===== config.mk =====
export PLATFORM = sky130hd
export DESIGN_NAME = cmac_outmux_top
export DESIGN_NICKNAME = d
export VERILOG_FILES = /design/src/rtl/cmac_pkg.sv /design/src/rtl/cmac_mult.sv /design/src/rtl/cmac_accum.sv /design/src/rtl/cmac_outsel.sv /design/src/rtl/cmac_outmux_top.sv
export SDC_FILE = /design/constraint.sdc
export NUM_CORES = 2
export LEC_CHECK = 0
export ABC_AREA = 0
export BUFFER_PORTS_ARGS = -buffer_cell sky130_fd_sc_hd__buf_2
export CAP_MARGIN = 25
export CORE_MARGIN = 2
export CORE_UTILIZATION = 50
export DETAILED_ROUTE_END_ITERATION = 6
export PLACE_DENSITY = 0.64
export SETUP_SLACK_MARGIN = 0.02
export SLEW_MARGIN = 20
export SYNTH_ARGS = -nofsm -noshare
export SYNTH_HDL_FRONTEND = slang
export SYNTH_HIERARCHICAL = 1
export SYNTH_SLANG_ARGS = --single-unit

===== constraint.sdc =====
create_clock -name clk -period 9.3 [get_ports clk]
set_input_delay 1.86 -clock clk [delete_from_list [all_inputs] [get_ports clk]]
set_output_delay 1.86 -clock clk [all_outputs]
set_load 0.02 [all_outputs]

===== src/rtl/cmac_pkg.sv =====
package cmac_pkg;
    localparam int DIN_W  = 19;
    localparam int CS_W   = 16;
    localparam int PROD_W = 35;
    localparam int OUT_W  = 20;
    localparam int HI_W   = 4;
    localparam int RW_W   = 5;
    localparam int MIN_RW = 9;

    typedef logic signed [PROD_W-1:0] prod_t;
    typedef logic [OUT_W-1:0]         oword_t;

    typedef struct packed {
        prod_t re;
        prod_t im;
    } cprod_t;

    typedef enum logic [1:0] {
        SEL_PROD_HI = 2'b00,
        SEL_PROD_LO = 2'b01,
        SEL_ACC     = 2'b10,
        SEL_NONE    = 2'b11
    } osel_e;

    function automatic oword_t pick_slice(osel_e sel, prod_t p, prod_t h);
        oword_t w;
        case (sel)
            SEL_PROD_HI: w = {p[34:31], p[30:15]};
            SEL_PROD_LO: w = {p[34:31], p[14:0], 1'b0};
            SEL_ACC:     w = h[OUT_W-1:0];
            default:     w = '0;
        endcase
        return w;
    endfunction

    function automatic oword_t round_to(oword_t w, logic [RW_W-1:0] width);
        int keep;
        int drop;
        oword_t half;
        oword_t mask;
        keep = int'(width);
        if (keep < MIN_RW) keep = MIN_RW;
        if (keep > OUT_W)  keep = OUT_W;
        drop = OUT_W - keep;
        if (drop == 0) return w;
        half = oword_t'(1) << (drop - 1);
        mask = ~((oword_t'(1) << drop) - oword_t'(1));
        return (w + half) & mask;
    endfunction
endpackage


===== src/rtl/cmac_mult.sv =====
module cmac_mult
    import cmac_pkg::*;
(
    input  logic                   clk,
    input  logic                   rst,
    input  logic                   din_en_n,
    input  logic signed [DIN_W-1:0] din_re,
    input  logic signed [DIN_W-1:0] din_im,
    input  logic signed [CS_W-1:0]  cos_in,
    input  logic signed [CS_W-1:0]  sin_in,
    output cprod_t                 prod
);
    logic                    en_q_n;
    logic signed [DIN_W-1:0] x_re;
    logic signed [DIN_W-1:0] x_im;
    prod_t                   rr, ii, ri, ir;

    always_ff @(posedge clk) begin
        if (rst) begin
            en_q_n <= 1'b1;
            x_re   <= '0;
            x_im   <= '0;
        end else begin
            en_q_n <= din_en_n;
            if (!en_q_n) begin
                x_re <= din_re;
                x_im <= din_im;
            end
        end
    end

    always_comb begin
        rr = prod_t'(x_re) * prod_t'(cos_in);
        ii = prod_t'(x_im) * prod_t'(sin_in);
        ri = prod_t'(x_re) * prod_t'(sin_in);
        ir = prod_t'(x_im) * prod_t'(cos_in);
    end

    always_ff @(posedge clk) begin
        if (rst) begin
            prod <= '0;
        end else begin
            prod.re <= rr - ii;
            prod.im <= ri + ir;
        end
    end

    // input register frozen while the registered enable is inactive
    p_input_hold_r1: assert property (@(posedge clk) disable iff (rst)
        en_q_n |=> ($stable(x_re) && $stable(x_im)));
endmodule


===== src/rtl/cmac_accum.sv =====
module cmac_accum
    import cmac_pkg::*;
(
    input  logic  clk,
    input  logic  rst,
    input  logic  acc_q,
    input  prod_t prod,
    output prod_t hold
);
    prod_t acc;
    prod_t feedback;

    assign feedback = acc_q ? acc : '0;

    always_ff @(posedge clk) begin
        if (rst) begin
            acc  <= '0;
            hold <= '0;
        end else begin
            acc <= feedback + prod;
            if (!acc_q) hold <= acc;
        end
    end

    // dump reloads the accumulator with the product
    p_dump_load_r3: assert property (@(posedge clk) disable iff (rst)
        !acc_q |=> (acc == $past(prod)));
    // dump moves the previous sum into the holding register
    p_dump_capture_r3: assert property (@(posedge clk) disable iff (rst)
        !acc_q |=> (hold == $past(acc)));
    // accumulate adds and leaves the holding register alone
    p_accum_add_r4: assert property (@(posedge clk) disable iff (rst)
        acc_q |=> (acc == prod_t'($past(acc) + $past(prod))));
    p_accum_hold_r4: assert property (@(posedge clk) disable iff (rst)
        acc_q |=> $stable(hold));
endmodule


===== src/rtl/cmac_outsel.sv =====
module cmac_outsel
    import cmac_pkg::*;
(
    input  logic            clk,
    input  logic            rst,
    input  osel_e           sel,
    input  prod_t           prod,
    input  prod_t           hold,
    input  logic            fmt_q,
    input  logic            rnd_en_n,
    input  logic [RW_W-1:0] rnd_width,
    input  logic            oe_hi_n,
    input  logic            oe_lo_n,
    output oword_t          dout,
    output logic [1:0]      drv
);
    oword_t picked;
    oword_t rounded;

    always_comb begin
        picked  = pick_slice(sel, prod, hold);
        rounded = rnd_en_n ? picked : round_to(picked, rnd_width);
        dout    = {rounded[OUT_W-1] ^ ~fmt_q, rounded[OUT_W-2:0]};
        drv     = {~oe_hi_n, ~oe_lo_n};
    end

    // reserved select gives a zero word in two's complement
    p_reserved_zero_r7: assert property (@(posedge clk) disable iff (rst)
        (sel == SEL_NONE && fmt_q) |-> (dout == '0));
endmodule


===== src/rtl/cmac_outmux_top.sv =====
module cmac_outmux_top
    import cmac_pkg::*;
(
    input  logic        clk,
    input  logic        rst,
    input  logic        din_en_n,
    input  logic [18:0] din_re,
    input  logic [18:0] din_im,
    input  logic [15:0] cos_in,
    input  logic [15:0] sin_in,
    input  logic        acc_mode,
    input  logic [1:0]  out_sel,
    input  logic        fmt_twos,
    input  logic        rnd_en_n,
    input  logic [4:0]  rnd_width,
    input  logic        oe_re_hi_n,
    input  logic        oe_re_lo_n,
    input  logic        oe_im_hi_n,
    input  logic        oe_im_lo_n,
    output logic [19:0] dout_re,
    output logic [19:0] dout_im,
    output logic [1:0]  drv_re,
    output logic [1:0]  drv_im
);
    localparam int NCH = 2;

    logic   acc_q;
    logic   fmt_q;
    cprod_t prod;
    prod_t  ch_prod [NCH];
    prod_t  ch_hold [NCH];
    oword_t ch_out  [NCH];
    logic [1:0] ch_drv [NCH];
    logic   ch_oe_hi_n [NCH];
    logic   ch_oe_lo_n [NCH];

    always_ff @(posedge clk) begin
        if (rst) begin
            acc_q <= 1'b0;
            fmt_q <= 1'b1;
        end else begin
            acc_q <= acc_mode;
            fmt_q <= fmt_twos;
        end
    end

    cmac_mult u_mult (
        .clk      (clk),
        .rst      (rst),
        .din_en_n (din_en_n),
        .din_re   (din_re),
        .din_im   (din_im),
        .cos_in   (cos_in),
        .sin_in   (sin_in),
        .prod     (prod)
    );

    assign ch_prod[0]    = prod.re;
    assign ch_prod[1]    = prod.im;
    assign ch_oe_hi_n[0] = oe_re_hi_n;
    assign ch_oe_lo_n[0] = oe_re_lo_n;
    assign ch_oe_hi_n[1] = oe_im_hi_n;
    assign ch_oe_lo_n[1] = oe_im_lo_n;

    for (genvar ch = 0; ch < NCH; ch++) begin : g_chan
        cmac_accum u_acc (
            .clk   (clk),
            .rst   (rst),
            .acc_q (acc_q),
            .prod  (ch_prod[ch]),
            .hold  (ch_hold[ch])
        );
        cmac_outsel u_out (
            .clk       (clk),
            .rst       (rst),
            .sel       (osel_e'(out_sel)),
            .prod      (ch_prod[ch]),
            .hold      (ch_hold[ch]),
            .fmt_q     (fmt_q),
            .rnd_en_n  (rnd_en_n),
            .rnd_width (rnd_width),
            .oe_hi_n   (ch_oe_hi_n[ch]),
            .oe_lo_n   (ch_oe_lo_n[ch]),
            .dout      (ch_out[ch]),
            .drv       (ch_drv[ch])
        );
    end

    assign dout_re = ch_out[0];
    assign dout_im = ch_out[1];
    assign drv_re  = ch_drv[0];
    assign drv_im  = ch_drv[1];
endmodule


* After elaboration in Yosys (flattened, before gate mapping)
Cells that the tools add are included.
** Cells by class
- Multiply operators :: 4
- Bitwise operators :: 10
- Equality and inequality tests :: 2
- Add/subtract/negate cells :: 9
- Shift operators :: 2
- Muxes and demuxes :: 13
- Reductions and logical operators :: 2
- Magnitude comparators :: 2
** Operators by type and width (count)
- multiplier 19 x 16 -> 35 bit :: 4
- two-way mux 20 bit :: 6
- one-hot mux 20 bit (3 select lines) :: 2
- adder 35 bit :: 3
- two-way mux 35 bit :: 2
- left shift 1 x 32 -> 20 bit, first input constant :: 2
- adder 20 bit :: 2
- bitwise AND 20 bit :: 2
- subtractor 35 bit :: 1
- > comparator 32 x 6 -> 1 bit, second input constant :: 1
- logical NOT 32 bit :: 1
- subtractor 32 x 2 -> 32 bit, second input constant :: 1
- subtractor 6 x 32 -> 32 bit, first input constant :: 1
- NOT 20 bit :: 1
- subtractor 20 x 1 -> 20 bit, second input constant :: 1
- two-way mux 5 bit :: 2
- less-than comparator 5 x 4 -> 1 bit, second input constant :: 1
- NOT 1 bit :: 5
- == test 2 x 1 -> 1 bit, second input constant :: 1
- == test 2 bit, second input constant :: 1
- logical NOT 2 bit :: 1
- XOR 1 bit :: 2
- two-way mux 1 bit :: 1
** Word-level totals
- Logic and storage cells :: 55
- Output and inout bits :: 44
- Bits in registers :: 221

* Depth between registers and ports, before layout
- Word-level depth :: 12
- Mapped depth :: 29
- Mapped depth without buffers :: 27

* Hierarchy
Netlist, hierarchy kept.
** By module, submodules not included
- cmac_mult :: times used 1, area each 48900.6 sq um, cells each 5248
- cmac_accum :: times used 2, area each 4388.0 sq um, cells each 516
- cmac_outsel :: times used 2, area each 2663.8 sq um, cells each 402
- cmac_outmux_top :: times used 1, area each 55.1 sq um, cells each 4

* Worst setup path before layout
Ideal clock, no wire load.
- Path kind :: input to register
- From :: input port sin_in[0]
- To :: register, netlist name u_mult/prod[66]
- Path buffers :: 3
- Cell stages on the path :: 27
- Arrival time :: 8930 ps
- Path slack :: 249 ps
- Library setup time :: 121 ps
- Cell sequence :: clkbuf_1 clkbuf_1 nand2_1 inv_1 fa_1 inv_1 fa_1 inv_1 fa_1 inv_1 fa_1 fa_1 fa_1 fa_1 inv_1 fa_1 inv_1 ha_1 clkbuf_1 a21o_1 a21o_1 a21o_1 a21oi_1 and2_1 o41ai_2 o31ai_1 mux2_2
** On the way
- Word-level cells in the longest chain between the ends :: 2
** Ends and longest elaborated chain
- start, declared :: line cmac_outmux_top.sv:10 : input logic [15:0] sin_in,
- multiplier 19 x 16 -> 35 bit :: line cmac_mult.sv:34 : ii = prod_t'(x_im) * prod_t'(sin_in);
- subtractor 35 bit :: line cmac_mult.sv:43 : prod.re <= rr - ii;
Every way passes these cells.
A chain may end at the register's enable or synchronous reset.

* Final worst setup path
- From :: input port sin_in[3]
- To :: register, netlist name u_mult/prod[67]
** On the way
- Word-level cells in the longest chain between the ends :: 2
** Ends and longest elaborated chain (line)
- multiplier 19 x 16 -> 35 bit :: cmac_mult.sv:34
- subtractor 35 bit :: cmac_mult.sv:43
Every way passes these cells.

==> results.ini <==
[worst_hold_path]
hold_start=g_chan[1].u_acc/acc[11]
hp-class=reg2reg
hold_depth=2
hold_end=g_chan[1].u_acc/hold[11]

[detailed_routing]
drt-pass1-iter-count=5
vias_per_cell=5.29
routed_wl_microns=159000
num_vias=43534
drcViolationCount=0
ant_nets=0
routedWlPerCell_microns=19.3
drt_iter0_drc=2698

[setup_path]
reg2reg_depth=25
cp.arrival_ns=9.27
startpoint_type=input port
path_max_fanout=17
path_class=in2reg
r2r-start=u_mult/x_re[6]
max_stage_delay_ns=0.67
rr_endpoint=u_mult/prod[67]
critical_path.cell_chain=buf_2, buf_4, buf_4, and2_1, fa_1, fa_1, inv_1, fa_1, fa_1, fa_1, fa_1, fa_1, inv_1, fa_1, inv_1, ha_1, nand2_1, a211oi_1, a31oi_2, o311ai_0, buf_4, a41oi_1, xor2_1, nor2_1
crit_top_cell=fa_1
r2r_slack_ns=1.13
end_kind=register
cp_slowest_cell=a211oi_1
crit_required_ns=9.69

[die]
initial_utilization=0.502
die_y_microns=348
fp.dieW_microns=348
coreArea_sq_um=118000
rows=126
io-pin-count=131
die_area_sq_um=121000

[sta]
worst_pin_slew_ns=1.06
period_share=0.955
skew_ns=0.0323
fmax_mhz=113
hold_viol_final=0
period_needed_ns=8.88
slew_viol_final=0
setup_viol=0
slew_headroom=0.293
rsz0062_at_grt=false

[grt]
grt_pass1_vias=46594
grt_usage=0.277
grt_max_degree=78
grt_remaining_overflow=0
grtUsageMet1=0.382
grt_pass1_wl_microns=259000
met2_usage=0.456
grt_util_met3=0.0402
top_usage_layer=met2
antenna_found_initial=9

[cts]
clkSlewWorstSetupHoldPaths_ns=0.08
cts_made_buffers=17
postCtsSetupRepairBufs=0
postCtsHoldBufs=0
ctsResizeCount=0
ctsHtreeMaxLevel=4
insertion_delay_ns=0.56
cts_root_buf=clkbuf_16
clock_path_buffers=2
clock-sinks=191
cts_tree=yes

[place]
numPortBuffers=130
dpl.hpwl_microns=135000
place.gp.congestion=0.929

[final_layout]
final_cell_mix=inv_1 (1526), fa_1 (1333), nand2_1 (722)
drive_above_1_share=0.0759
fillers=10931
nets=8502
final_common_cell=inv_1
multi_input_area_sq_um=48100
fin_util=0.535
syn_to_final_growth_pct=6.66
seq_area_sq_um=3830

[logic_synthesis]
ys_warn_count=6
synth.net_count=8443
synth_area_sq_um=59000
syn_inst=6610
syn_area_per_cell_sq_um=8.93

[flow_run]
drv_cap=0

[status]
outcome=finished, final reports clean

==> area by class of cell <==
type / instances / share of cell area
Clock inverter: 13 / 0.00272
Timing Repair Buffer: 386 / 0.0437
Clock buffer: 19 / 0.00688
Antenna cell: 4 / 0.000159
Inverter: 1528 / 0.0911
Multi-Input combinational cell: 4545 / 0.764
Tap cell: 1536 / 0.0305
Sequential cell: 191 / 0.0609
==> registers in the layout, summed over array words and instances, names as in the netlist <==
| name | flops |
|---|---|
| g_chan.u_acc/hold | 40 |
| u_mult/en_q_n | 1 |
| fmt_q | 1 |
| u_mult/x_re | 19 |
| g_chan.u_acc/acc | 40 |
| acc_q | 1 |
| u_mult/x_im | 19 |
| u_mult/prod | 70 |
==> critical path, delay by kind of cell <==
kind	cells	cell delay (ns)
adders and majority gates	9	4.20
AOI/OAI and AO/OA	4	1.57
buffers and inverters	7	1.18
and+or+nand+nor	3	0.28
xor gates and xnor gates	1	0.16
==> worst max-delay path by stage <==
| stage | cells after the start | to | startpoint | slack, ns |
|---|---|---|---|---|
| 6_report | 24 | u_mult/prod[67] | sin_in[3] | 0.42 |
| 5_1_grt | 26 | dout_im[19] | rnd_width[2] | 0.05 |
| 4_1_cts | 26 | u_mult/prod[67] | sin_in[3] | 0.35 |
| 3_5_place_dp | 26 | u_mult/prod[67] | sin_in[3] | -0.21 |
| 3_3_place_gp | 26 | u_mult/prod[67] | sin_in[3] | -0.20 |
| 2_1_floorplan | 27 | u_mult/prod[66] | sin_in[0] | 0.25 |
==> routing by layer <==
layer / wire length, microns / share of wire
met1: 67500 / 0.43
met2: 76000 / 0.48
met3: 10300 / 0.065
met4: 4600 / 0.029
met5: 87 / 0.00055
==> per-stage QoR <==
step | worst slack (ns) | cells | area, sq um | hold WS (ns) | TNS (ns)
floorplan | 0.249 | 6610 | 59000 | 0.452 | 0
global placement | -0.201 | 8184 | 62300 | 0.461 | -0.374
detailed placement | -0.207 | 8184 | 62300 | 0.472 | -0.417
CTS | 0.354 | 8216 | 62900 | 0.489 | 0
global route | 0.0465 | 8218 | 62900 | 0.505 | 0
finish | 0.421 | 8222 | 63000 | 0.487 | 0
Power is left out: the tool's default activity adds up to more than one toggle a clock period on the data nets, which glitch-free logic cannot reach.
